File: src/rtl/sema_pkg.sv
package sema_pkg;

  // Per-cycle strobes from control to datapath
  typedef struct packed {
    logic rdSema;     // test-and-set read of a lock word
    logic relSema;    // release of a lock word
    logic rdIdx;      // read of the auto-claim number register
    logic loadIdx;    // write of the auto-claim number register
    logic autoClaim;  // engine claims its lock this cycle
  } semaStrb_t;

  typedef enum logic [1:0] {
    AT_IDLE = 2'd0,
    AT_SEEK = 2'd1,
    AT_HELD = 2'd2
  } atState_t;

endpackage

File: src/rtl/sema_ctrl.sv
module sema_ctrl
  import sema_pkg::*;
#(
  parameter int NUM_SEMA = 8,
  parameter int ADDR_W   = 6,
  localparam int IDX_W   = $clog2(NUM_SEMA),
  localparam int WORD_W  = ADDR_W - 2
) (
  input  logic                clk,
  input  logic                rstN,
  input  logic [ADDR_W-1:0]   busAddr,
  input  logic                busRd,
  input  logic                busWr,
  input  logic                busWbit0,
  input  logic [NUM_SEMA-1:0] semaFlags,
  input  logic [IDX_W-1:0]    atIdx,
  output semaStrb_t           strb,
  output logic [IDX_W-1:0]    semaSel,
  output logic                autoTakeDone
);

  logic [WORD_W-1:0] wordIdx;
  logic              isSemaWord;
  logic              isAtWord;
  logic              hitAt;
  logic              busOnAt;
  logic              unusedAddr;
  atState_t          atState;
  atState_t          atNext;

  assign wordIdx    = busAddr[ADDR_W-1:2];
  assign unusedAddr = ^busAddr[1:0];
  assign isSemaWord = wordIdx < WORD_W'(NUM_SEMA);
  assign isAtWord   = wordIdx == WORD_W'(NUM_SEMA);
  assign semaSel    = wordIdx[IDX_W-1:0];
  assign hitAt      = semaSel == atIdx;

  always_comb begin
    strb.rdSema  = busRd && isSemaWord;
    strb.relSema = busWr && isSemaWord && busWbit0;
    strb.rdIdx   = busRd && isAtWord;
    strb.loadIdx = busWr && isAtWord;
  end

  // Bus access to the sought lock takes precedence over the engine
  assign busOnAt = (strb.rdSema || strb.relSema) && hitAt;

  always_comb begin
    strb.autoClaim = (atState == AT_SEEK) && !strb.loadIdx &&
                     !semaFlags[atIdx] && !busOnAt;
  end

  always_comb begin
    atNext = atState;
    if (strb.loadIdx) begin
      atNext = AT_SEEK;
    end else begin
      unique case (atState)
        AT_SEEK: if (strb.autoClaim) atNext = AT_HELD;
        AT_HELD: if (strb.relSema && hitAt) atNext = AT_IDLE;
        default: atNext = atState;
      endcase
    end
  end

  always_ff @(posedge clk or negedge rstN) begin
    if (!rstN) atState <= AT_IDLE;
    else       atState <= atNext;
  end

  assign autoTakeDone = atState == AT_HELD;

endmodule

File: src/rtl/sema_dp.sv
module sema_dp
  import sema_pkg::*;
#(
  parameter int NUM_SEMA = 8,
  parameter int DATA_W   = 32,
  localparam int IDX_W   = $clog2(NUM_SEMA)
) (
  input  logic                clk,
  input  logic                rstN,
  input  semaStrb_t           strb,
  input  logic [IDX_W-1:0]    semaSel,
  input  logic [DATA_W-1:0]   busWdata,
  output logic [NUM_SEMA-1:0] semaFlags,
  output logic [IDX_W-1:0]    atIdx,
  output logic [DATA_W-1:0]   busRdata
);

  logic unusedWdata;
  assign unusedWdata = ^busWdata[DATA_W-1:IDX_W];

  for (genvar i = 0; i < NUM_SEMA; i++) begin : g_flag
    logic selHit;
    logic atHit;
    assign selHit = semaSel == IDX_W'(i);
    assign atHit  = atIdx == IDX_W'(i);

    always_ff @(posedge clk or negedge rstN) begin
      if (!rstN) begin
        semaFlags[i] <= 1'b0;
      end else if (strb.relSema && selHit) begin
        semaFlags[i] <= 1'b0;
      end else if ((strb.rdSema && selHit) || (strb.autoClaim && atHit)) begin
        semaFlags[i] <= 1'b1;
      end
    end
  end

  always_ff @(posedge clk or negedge rstN) begin
    if (!rstN)             atIdx <= '0;
    else if (strb.loadIdx) atIdx <= busWdata[IDX_W-1:0];
  end

  always_ff @(posedge clk or negedge rstN) begin
    if (!rstN) begin
      busRdata <= '0;
    end else if (strb.rdSema) begin
      busRdata <= {{(DATA_W-1){1'b0}}, ~semaFlags[semaSel]};
    end else if (strb.rdIdx) begin
      busRdata <= {{(DATA_W-IDX_W){1'b0}}, atIdx};
    end else begin
      busRdata <= '0;
    end
  end

endmodule

File: src/rtl/sema_bank_top.sv
module sema_bank_top
  import sema_pkg::*;
#(
  parameter int NUM_SEMA = 8,
  parameter int ADDR_W   = 6,
  parameter int DATA_W   = 32,
  localparam int IDX_W   = $clog2(NUM_SEMA)
) (
  input  logic              clk,
  input  logic              rstN,
  input  logic [ADDR_W-1:0] busAddr,
  input  logic              busRd,
  input  logic              busWr,
  input  logic [DATA_W-1:0] busWdata,
  output logic [DATA_W-1:0] busRdata,
  output logic              autoTakeDone
);

  semaStrb_t           strb;
  logic [IDX_W-1:0]    semaSel;
  logic [IDX_W-1:0]    atIdx;
  logic [NUM_SEMA-1:0] semaFlags;

  sema_ctrl #(.NUM_SEMA(NUM_SEMA), .ADDR_W(ADDR_W)) ctrl_i (
    .clk          (clk),
    .rstN         (rstN),
    .busAddr      (busAddr),
    .busRd        (busRd),
    .busWr        (busWr),
    .busWbit0     (busWdata[0]),
    .semaFlags    (semaFlags),
    .atIdx        (atIdx),
    .strb         (strb),
    .semaSel      (semaSel),
    .autoTakeDone (autoTakeDone)
  );

  sema_dp #(.NUM_SEMA(NUM_SEMA), .DATA_W(DATA_W)) dp_i (
    .clk       (clk),
    .rstN      (rstN),
    .strb      (strb),
    .semaSel   (semaSel),
    .busWdata  (busWdata),
    .semaFlags (semaFlags),
    .atIdx     (atIdx),
    .busRdata  (busRdata)
  );

endmodule

File: config.mk
export PLATFORM = sky130hd
export DESIGN_NAME = sema_bank_top
export DESIGN_NICKNAME = d
export VERILOG_FILES = /design/src/rtl/sema_pkg.sv /design/src/rtl/sema_ctrl.sv /design/src/rtl/sema_dp.sv /design/src/rtl/sema_bank_top.sv
export SDC_FILE = /design/constraint.sdc
export NUM_CORES = 1
export LEC_CHECK = 0
export BUFFER_PORTS_ARGS = -buffer_cell sky130_fd_sc_hd__clkbuf_2
export CORE_MARGIN = 10
export CORE_UTILIZATION = 44
export CTS_CLUSTER_DIAMETER = 100
export DETAILED_ROUTE_END_ITERATION = 8
export GPL_ROUTABILITY_DRIVEN = 1
export PLACE_DENSITY = 0.8
export RECOVER_POWER = 50
export SYNTH_ARGS = -nofsm -noshare
export SYNTH_HDL_FRONTEND = slang
export SYNTH_SLANG_ARGS = --single-unit
File: constraint.sdc
create_clock -name clk -period 2.3 [get_ports clk]
set_input_delay 0.23 -clock clk [delete_from_list [all_inputs] [get_ports clk]]
set_output_delay 0.23 -clock clk [all_outputs]
set_load 0.01 [all_outputs]
After elaboration in Yosys (flattened, before gate mapping)

Index checks and enable logic that the tools add are counted.

Bitwise logic cells: 1
Equal/unequal tests: 20
$lt $le $gt $ge: 3
Reductions and logical operators: 58
Multiplexer cells: 26

Operators by type and width:

| cell                                                                          | number |
|---|---|
| 1-bit logical AND                                                             | 34 |
| 32-bit 2-to-1 mux                                                             | 1 |
| 3-bit == test (second input constant)                                         | 8 |
| 1-bit 2-to-1 mux                                                              | 18 |
| 2-bit nonzero test                                                            | 8 |
| 3-bit by 2-bit == test with 1-bit output (second input constant)              | 4 |
| 1-bit logical OR                                                              | 9 |
| 3-bit by 4-bit less-than comparator with 1-bit output (second input constant) | 2 |
| 1-bit binary-select mux with 3-bit select                                     | 2 |
| 3-bit by 1-bit == test with 1-bit output (second input constant)              | 2 |
| 3-bit zero test                                                               | 2 |
| 2-bit 2-to-1 mux                                                              | 3 |
| 3-bit by 1-bit != test with 1-bit output (second input constant)              | 2 |
| 4-bit == test (second input constant)                                         | 1 |
| 4-bit less-than comparator (second input constant)                            | 1 |
| 2-bit one-hot mux with 2 select lines                                         | 1 |
| 3-bit == test                                                                 | 1 |
| 1-bit zero test                                                               | 3 |
| 3-bit 2-to-1 mux                                                              | 1 |
| 3-bit AND reduction                                                           | 1 |
| 3-bit nonzero test                                                            | 1 |
| 2-bit by 1-bit == test with 1-bit output (second input constant)              | 1 |
| 2-bit == test (second input constant)                                         | 1 |
| 1-bit NOT                                                                     | 1 |

Bits of input ports: 42
Output and inout bits: 33
Word-level logic and storage cells: 119
Register bits: 45

Depth between registers and ports, before layout

Gate-level depths: netlist of run 1.

Depth after elaboration: 11
Depth in mapped cells: 6
Depth with buffers taken out: 6

Cells and area by module

From an unflattened synthesis of run 1, not the netlist that was laid out.

Cell total of the unflattened synthesis: 133
Area, all modules: 1278.7 sq um

Modules (own cells, without submodules):

| module    | times used | area each (sq um) | cells an instance | seq. area each (sq um) |
|---|---|---|---|---|
| sema_dp   | 1          | 960.9             | 99                | 350.3 |
| sema_ctrl | 1          | 317.8             | 34                | 50.0 |

Least setup slack after synthesis of run 1

OpenSTA, ideal clock, no wires.

Kind: reg2reg
From: reg dp_i.atIdx[1]
To: reg ctrl_i.atState[1]
Library setup time: 0.079 ns
Setup slack: 0.592 ns
Stages on the path, launching flop included: 6
Required time: 2.221 ns
Clock period less this slack: 1.708 ns
Data arrival time: 1.629 ns
Buffers on the path: 0
Path through: dfrtp_1 > mux2_4 > a2bb2oi_2 > a221o_1 > a211oi_2 > mux2i_1

Longest elaborated chain between the ends: 7
Elaborated cells on any way between the ends: 12
Those cells by class: 3 x eq/ne; 2 x mux; 7 x reduce/logical

RTL lines:

| item                                               | line            | source |
|---|---|---|
| start, declared                                    | sema_dp.sv:14   | `output logic [IDX_W-1:0] atIdx,` |
| start signal, assigned                             | sema_dp.sv:40   | `else if (strb.loadIdx) atIdx <= busWdata[IDX_W-1:0];` |
| 1-bit binary-select mux with 3-bit select          | sema_ctrl.sv:50 | `!semaFlags[atIdx] && !busOnAt;` |
| 1-bit 2-to-1 mux (not written as such)             | sema_ctrl.sv:50 |  |
| 1-bit zero test                                    | sema_ctrl.sv:50 |  |
| 1-bit logical AND                                  | sema_ctrl.sv:49 | `strb.autoClaim = (atState == AT_SEEK) && !strb.loadIdx &&` |
| 1-bit logical AND                                  | sema_ctrl.sv:50 |  |
| 3-bit by 1-bit != test with 1-bit output (no line) | --              |  |
| 3-bit AND reduction (no line) (*)                  | --              |  |
| end signal, assigned                               | sema_ctrl.sv:68 | `else atState <= atNext;` |
| end, declared                                      | sema_ctrl.sv:28 | `atState_t atState;` |

Mark *: on every way between the ends. The rest lies on a longest branch, timed or not. The select of a mux whose other input is x is not followed.
A chain may end at the register's enable or synchronous reset.

Final worst setup path of run 1

Ends and elaborated chain as after synthesis.

==> summary.md, run 1 <==
| Metric | Value |
|---|---|
| Final wirelength | 2.753 mm |
| First-pass GRT wire length | 4.416 mm |
| Min Tclk post-route | 2081 ps |
| DRT antenna net count | 0 |
| Met3 WL | 209 um |
| Cells after Synth | 145 |
| Final Cycle Share | 90.46% |
| Vias | 999 |
| DIE AREA | 0.005583 sq mm |
| Synth warnings | 0 |
| Syn-to-layout area delta | -0.3798% |
| Total global routing track utilization | 9.835% |
| Critical path launch point type | flop |
| Peak Freq | 480.6 MHz |
| Status | finished clean |
| CTS Sinks | 16 |
| Sequential area share after synthesis | 30.39% |
| Fillers | 269 |
| GRT overflow | 0 |
| Post-cts resize count | 0 |
| CP max stage cell | dfrtp_1 |
| Syn avg cell area | 9.086 sq um |
| Worst vdd ir | 0.2943 mV |
| CTS Buf Count | 3 |
| Core Region | 0.002805 sq mm |
| Most frequent cells in the layout | 29 x conb_1, 16 x dfrtp_1, 15 x nand2_1 |
| Area share of fa/ha/maj cells after synthesis | 1.899% |
| Post-synth ARST share | 100.0% |
| Row Count | 19 |
| CP Max Fanout | 12 |
| I/O pin total | 75 |
| PD cells | 778.9 mW/mm^2 |
| Worst hold margin | 123.2 ps |
| Die Height | 74.72 um |
| Worst skew pair latency | 300 ps |
| XOR/XNOR Fraction of Synth Area | 2.564% |
| Worst path cell trace | mux2_4 -> a2bb2oi_2 -> a221o_1 -> a211oi_2 -> mux2i_1 |
| Placer Congestion | 0.8806 |
| Post-synthesis mux area share | 8.452% |
| Initial Utilization | 46.97% |
| Die W | 74.72 um |
| Fin area | 0.001313 sq mm |
| Setup Skew | 2.714 ps |
| Critical path data arrival time | 2310 ps |
| Initial antenna violation count | 0 |
| Power, Total | 1.022 mW |
| Dpl hpwl | 2.220 mm |
| Fraction of layout cells with a size suffix above 1 | 17.72% |
| RSZ-0062 raised after global routing | no |
| Synth Area in Simple Gates | 18.42% |
| Vias in the first global route | 966 |
| Netlist cell types | 40 |
| DP Area | 0.001275 sq mm |
| H-tree Lvls | 1 |
| Hold crit path type | in2reg |
| Main synth FF type | dfrtp_1 |
| Worst slew pin tran | 883.7 ps |
| Seq cells post-synth | 16 |
| Fin Setup TNS | 0 ps |
| FF/Latch Area | 400.4 sq um |
| Worst-case clock buffer depth | 2 |
| Metal2 WL | 1.341 mm |
| Critical Path RT | 2530 ps |
| Met1 wire length | 1.159 mm |
| Critical Path Sink Type | flop |
| # nets final | 203 |
| LEAKAGE | 0.6103 nW |
| Via/cell ratio | 5.286 |
| Post-synth EDFFs | 0 |
| Initial DRT Pass Iterations | 4 |
| Clk pin slew, worst setup/hold paths | 100 ps |
| Drt wl/cell | 14.57 um |
| Commonest non-fill, non-tap cell in the layout | conb_1 |
| Root Buffer | clkbuf_4 |
| Fin util | 46.79% |
| Largest net degree at the start of global routing | 17 |
| Slew Limit Fails | 0 |
| Max stage delay on crit path | 660 ps |
| IO buf count | 14 |
| DR top layer | met4 |
| Final setup viols | 0 |
| Worst rel slew slack | 41.09% |
| Post-synthesis compound-gate area fraction | 16.24% |
| DRC | 0 |
| Post-CTS Setup Bufs | 0 |
| CTS tree | built |
| Critical path class | reg2reg |
| Hold Vio Cnt, Final | 0 |
| Multi-input gate area | 729.5 sq um |
| Hold Buf Count CTS | 1 |
| Post-Syn Area | 0.001318 sq mm |
| Setup slack, reg-to-reg | 220 ps |
| Max-Cap Viols | 0 |
| Largest family of logic cells by synthesized area | buffers and inverters |
| Antenna cells | 0 |
| Iter 0 DRT Violations | 89 |
[per-stage QoR]
step / worst slack (ps) / cells
floorplan: 591.8 / 173
global placement: 253.6 / 184
detailed placement: 238.0 / 184
CTS: 212.1 / 189
global route: 110.0 / 189
finish: 219.4 / 189
[layer usage]
layer  up-vias  global-route usage (%)
met5         -                       0
met4         0                   3.992
met3         5                   2.760
met2        49                   16.14
met1       476                   11.88
li1        469                       -
[cells in the mapped netlist (2+ instances only)]
| cell | count | area [sq um] |
|---|---|---|
| inv_1 | 6 | 22.52 |
| a21oi_1 | 7 | 35.03 |
| ha_1 | 2 | 25.02 |
| nand2b_1 | 2 | 12.51 |
| dfrtp_1 | 16 | 400.4 |
| a41oi_1 | 4 | 35.03 |
| nor3_1 | 3 | 15.01 |
| buf_6 | 3 | 33.78 |
| a31oi_1 | 3 | 18.77 |
| clkbuf_1 | 2 | 7.510 |
| mux4_2 | 2 | 45.04 |
| xor2_1 | 2 | 17.52 |
| nand3_1 | 3 | 15.01 |
| buf_4 | 29 | 217.7 |
| and3_1 | 3 | 18.77 |
| nand2_1 | 15 | 56.30 |
| a221oi_1 | 2 | 17.52 |
| nor2_1 | 14 | 52.55 |
| mux2i_1 | 4 | 40.04 |
| nor2b_1 | 3 | 18.77 |
[logic make-up after synthesis]
kind of cell	after synthesis
buf+inv	41
simple gates	49
flops	16
xor+xnor	3
other cells	1
fa+ha+maj	2
compound gates	25
mux	8
[layout make-up]
| class | instances | share of cell area, % |
|---|---|---|
| clock buffers | 4 | 2.765 |
| repair buffers | 16 | 6.482 |
| inverters | 6 | 1.716 |
| flip-flops and latches | 16 | 30.51 |
| multi-input cells | 116 | 55.58 |
| well taps | 31 | 2.955 |
[where the power goes]
group	switching [mW]	internal (mW)	total [mW]
Clock	0.0951	0.0967	0.192
Sequential	0.0832	0.352	0.435
Combinational	0.211	0.185	0.396
Total	0.389	0.633	1.02
[sequential cells by signal, indices dropped and copies added, names as in the netlist]
name            count
ctrl_i.atState      2
dp_i.atIdx          3
dp_i.semaFlags      8
dp_i.busRdata       3
[critical path: cells and delay by family (launching register included)]
family / cells / cell delay, ps
AOI/OAI and AO/OA: 3 / 790
DFF: 1 / 660
muxes: 2 / 560
[final timing paths]
kind / startpoint / cells past startpoint / to
max: dp_i.atIdx[1]$_DFFE_PN0N_ / 5 / ctrl_i.atState[1]$_DFFE_PN0P_
min reg2reg: dp_i.semaFlags[2]$_DFFE_PN0P_ / 2 / dp_i.semaFlags[2]$_DFFE_PN0P_
min in group asynchronous: rstN / 2 / dp_i.busRdata[1]$_DFF_PN0_
max reg2reg: dp_i.atIdx[1]$_DFFE_PN0N_ / 5 / ctrl_i.atState[1]$_DFFE_PN0P_
max in group asynchronous: rstN / 2 / dp_i.semaFlags[3]$_DFFE_PN0P_
min: busWdata[2] / 3 / dp_i.atIdx[2]$_DFFE_PN0N_
No activity file was read; power rests on OpenSTA's default activity.
==> run 2, diff against run 1 <==
--- a/config.mk
+++ b/config.mk
@@ -11,8 +11,9 @@
 export CTS_CLUSTER_DIAMETER = 100
 export DETAILED_ROUTE_END_ITERATION = 8
 export GPL_ROUTABILITY_DRIVEN = 1
-export PLACE_DENSITY = 0.8
+export PLACE_DENSITY = 0.81
 export RECOVER_POWER = 50
 export SYNTH_ARGS = -nofsm -noshare
 export SYNTH_HDL_FRONTEND = slang
+export SYNTH_HIERARCHICAL = 1
 export SYNTH_SLANG_ARGS = --single-unit
==> summary.md, run 2 <==
| Metric | Value |
|---|---|
| Final Cycle Share | 95.90% |
| CP Max Fanout | 9 |
| Fin Setup TNS | 0 ps |
| Max reg flops | 8 |
| Vias | 945 |
| Hold crit path type | in2reg |
| Seq cells post-synth | 16 |
| Largest net degree at the start of global routing | 17 |
| XOR/XNOR Fraction of Synth Area | 2.055% |
| Main synth FF type | dfrtp_1 |
| CTS Buf Count | 3 |
| FF/Latch Area | 401.6 sq um |
| Initial Utilization | 46.37% |
| Final setup viols | 0 |
| Most frequent cell after synthesis | buf_4 |
| Hold Vio Cnt, Final | 0 |
| Total global routing track utilization | 9.656% |
| Worst Hold End | dp_i/atIdx[2]$_DFFE_PN0P_ |
| Core Region | 0.002758 sq mm |
| Worst-case clock buffer depth | 2 |
| Largest register by flop count | dp_i/semaFlags |
| Cells after Synth | 133 |
| Routing usage on met1 | 10.66% |
| Hold Startpoint | busWdata[2] |
| LEAKAGE | 0.5795 nW |
| Post-synth EDFFs | 0 |
| Synth warnings | 6 |
| Syn-to-layout area delta | -0.3915% |
| DRT antenna net count | 0 |
| Root Buffer | clkbuf_4 |
| Post-synth ARST share | 100.0% |
| Met3 Track Usage GR | 1.884% |
| Multi-input gate area | 681.9 sq um |
| Initial DRT Pass Iterations | 4 |
| Power, Total | 0.8973 mW |
| Worst slew pin tran | 856.3 ps |
| First-pass GRT wire length | 4.388 mm |
| CTS Sinks | 16 |
| Vias in the first global route | 992 |
| Worst skew pair latency | 270 ps |
| Reg-to-reg startpoint | dp_i/atIdx[0]$_DFFE_PN0P_ |
| Final wirelength | 2.626 mm |
| Largest cells by area after synthesis | dfrtp_1 31%, buf_4 19%, mux2i_1 4.7% |
| DRC | 0 |
| Global route hottest layer | met2 |
| Post-Syn Area | 0.001279 sq mm |
| # nets final | 190 |
| Max-Cap Viols | 0 |
| CP max stage cell | dfrtp_2 |
| Final WS setup | 94.32 ps |
| DP Worst Slack | 18.28 ps |
| Die Height | 73.91 um |
| Iter 0 DRT Violations | 15 |
| H-tree Lvls | 1 |
| PD cells | 704.5 mW/mm^2 |
| Routing usage on met2 | 16.67% |
| WHS Path Cells | 3 |
| Post-synthesis compound-gate area fraction | 11.84% |
| Clk pin slew, worst setup/hold paths | 90 ps |
| Critical path launch point type | flop |
| Fin util | 46.19% |
| Fillers | 271 |
| Fraction of layout cells with a size suffix above 1 | 19.18% |
| Antenna cells | 0 |
| Worst rel slew slack | 42.91% |
| Most frequent cells in the layout | 29 x conb_1, 15 x dfrtp_1, 11 x clkbuf_2 |
| Die W | 73.91 um |
| Commonest non-fill, non-tap cell in the layout | conb_1 |
| Worst vdd ir | 0.3951 mV |
| Post-synth top area cell | dfrtp_1 |
| Status | finished clean |
| R2R Path End | dp_i/semaFlags[5]$_DFFE_PN0P_ |
| Initial antenna violation count | 0 |
| I/O pin total | 75 |
| Critical path class | reg2reg |
| Area share of fa/ha/maj cells after synthesis | 0% |
| GRT overflow | 0 |
| Worst Reg2Reg Path Length in Cells | 7 |
| Syn avg cell area | 9.614 sq um |
| Slew Limit Fails | 0 |
| Via/cell ratio | 5.339 |
| Synth Area in Simple Gates | 20.94% |
| Most frequent cells after synthesis | 33 x buf_4, 16 x dfrtp_1, 8 x nand2_1, 8 x nor2_1, 6 x mux2i_1 |
| Placer Congestion | 0.8831 |
| Netlist cell types | 38 |
| Critical Path Sink Type | flop |
| Post-synthesis mux area share | 9.980% |
| Sequential area share after synthesis | 31.31% |
| Biggest regs | dp_i/semaFlags (8), dp_i/atIdx (3), dp_i/busRdata (3) |
| DIE AREA | 0.005463 sq mm |
| Dpl hpwl | 2.137 mm |
| RSZ-0062 raised after global routing | no |
| Critical Path RT | 2460 ps |
| Setup Skew | 3.834 ps |
| Largest family of logic cells by synthesized area | buffers and inverters |
| Min Tclk post-route | 2206 ps |
| Row Count | 19 |
| CTS tree | built |
| IO buf count | 14 |
| Max stage delay on crit path | 490 ps |
| Setup slack, reg-to-reg | 90 ps |
| Worst path cell trace | mux2i_1 -> mux4_2 -> a21boi_4 -> and4bb_1 -> nand2_1 -> nor3b_1 -> o32a_1 |
| Drt wl/cell | 14.84 um |
| Peak Freq | 453.4 MHz |
| CP delay by family, top | multiplexers |
| Yosys top cell area share | 31.31% |
| WP buf/inv | 0 |
| Critical path data arrival time | 2370 ps |
[run 2: cell types whose count changed after synthesis, sizes merged, moves of 4 or more]
cell   previous run  this run
nor2             14         8
nor3b             0         4
a21oi             7         3
inv               6         2
buf              33        37
nand2            15         8
[run 2: layout make-up]
cell class | count | area share [%]
timing repair buffer | 21 | 9.528
tap | 31 | 3.045
inverter | 2 | 0.5894
clock buffer | 3 | 1.768
multi-input combinational | 104 | 53.54
sequential | 16 | 31.53
[run 2: how the worst max path moves through the flow]
stage	slack, ps	depth (start not counted)	startpoint	endpoint
after global routing	10	7	dp_i/atIdx[0]$_DFFE_PN0P_	dp_i/semaFlags[5]$_DFFE_PN0P_
after global placement	80	7	dp_i/atIdx[0]$_DFFE_PN0P_	dp_i/semaFlags[5]$_DFFE_PN0P_
after detailed placement	20	7	dp_i/atIdx[0]$_DFFE_PN0P_	dp_i/semaFlags[5]$_DFFE_PN0P_
after floorplan	240	8	dp_i/atIdx[0]$_DFFE_PN0P_	dp_i/semaFlags[5]$_DFFE_PN0P_
final	90	7	dp_i/atIdx[0]$_DFFE_PN0P_	dp_i/semaFlags[5]$_DFFE_PN0P_
after CTS	80	7	dp_i/atIdx[0]$_DFFE_PN0P_	dp_i/semaFlags[5]$_DFFE_PN0P_
[run 2: kinds of logic after synthesis]
kind of cell              Yosys count
xor gates and xnor gates            3
AOI/OAI and AO/OA                  19
DFF                                16
muxes                              10
and+or+nand+nor                    43
other                               1
buffers and inverters              41
[run 2: timing repair]
item / CTS / global route
gates resized for setup: 1 / 0
setup buffers: 0 / 2
endpoints found under the hold margin: 16 / 0
hold buffers: 1 / 0
endpoints found under the setup margin: 1 / 1
[run 2: layer usage]
layer | wire [um] | vias up
met5 | 0 | -
met4 | 50 | 0
met3 | 221 | 4
met2 | 1265 | 44
met1 | 1089 | 465
li1 | - | 432
[run 2: worst reg2reg max path, cell delays in order, from the launching register on]
cell and delay (ps):
dfrtp_2 490, mux2i_1 150, mux4_2 470, a21boi_4 160, and4bb_1 270, nand2_1 160, nor3b_1 70, o32a_1 330
[run 2: per-stage QoR]
step	instances	cell area, sq um	hold slack, ps
detailed placement	171	1229	182.2
finish	177	1274	171.8
global placement	171	1229	169.3
global route	177	1274	167.4
floorplan	161	1384	-65.59
CTS	175	1262	171.6
[run 2: where the power goes]
| group | internal (mW) | leakage (nW) | switching, mW |
|---|---|---|---|
| Clock | 0.0605 | 0.0138 | 0.0803 |
| Sequential | 0.345 | 0.194 | 0.0714 |
| Combinational | 0.182 | 0.371 | 0.158 |
| Total | 0.587 | 0.579 | 0.310 |
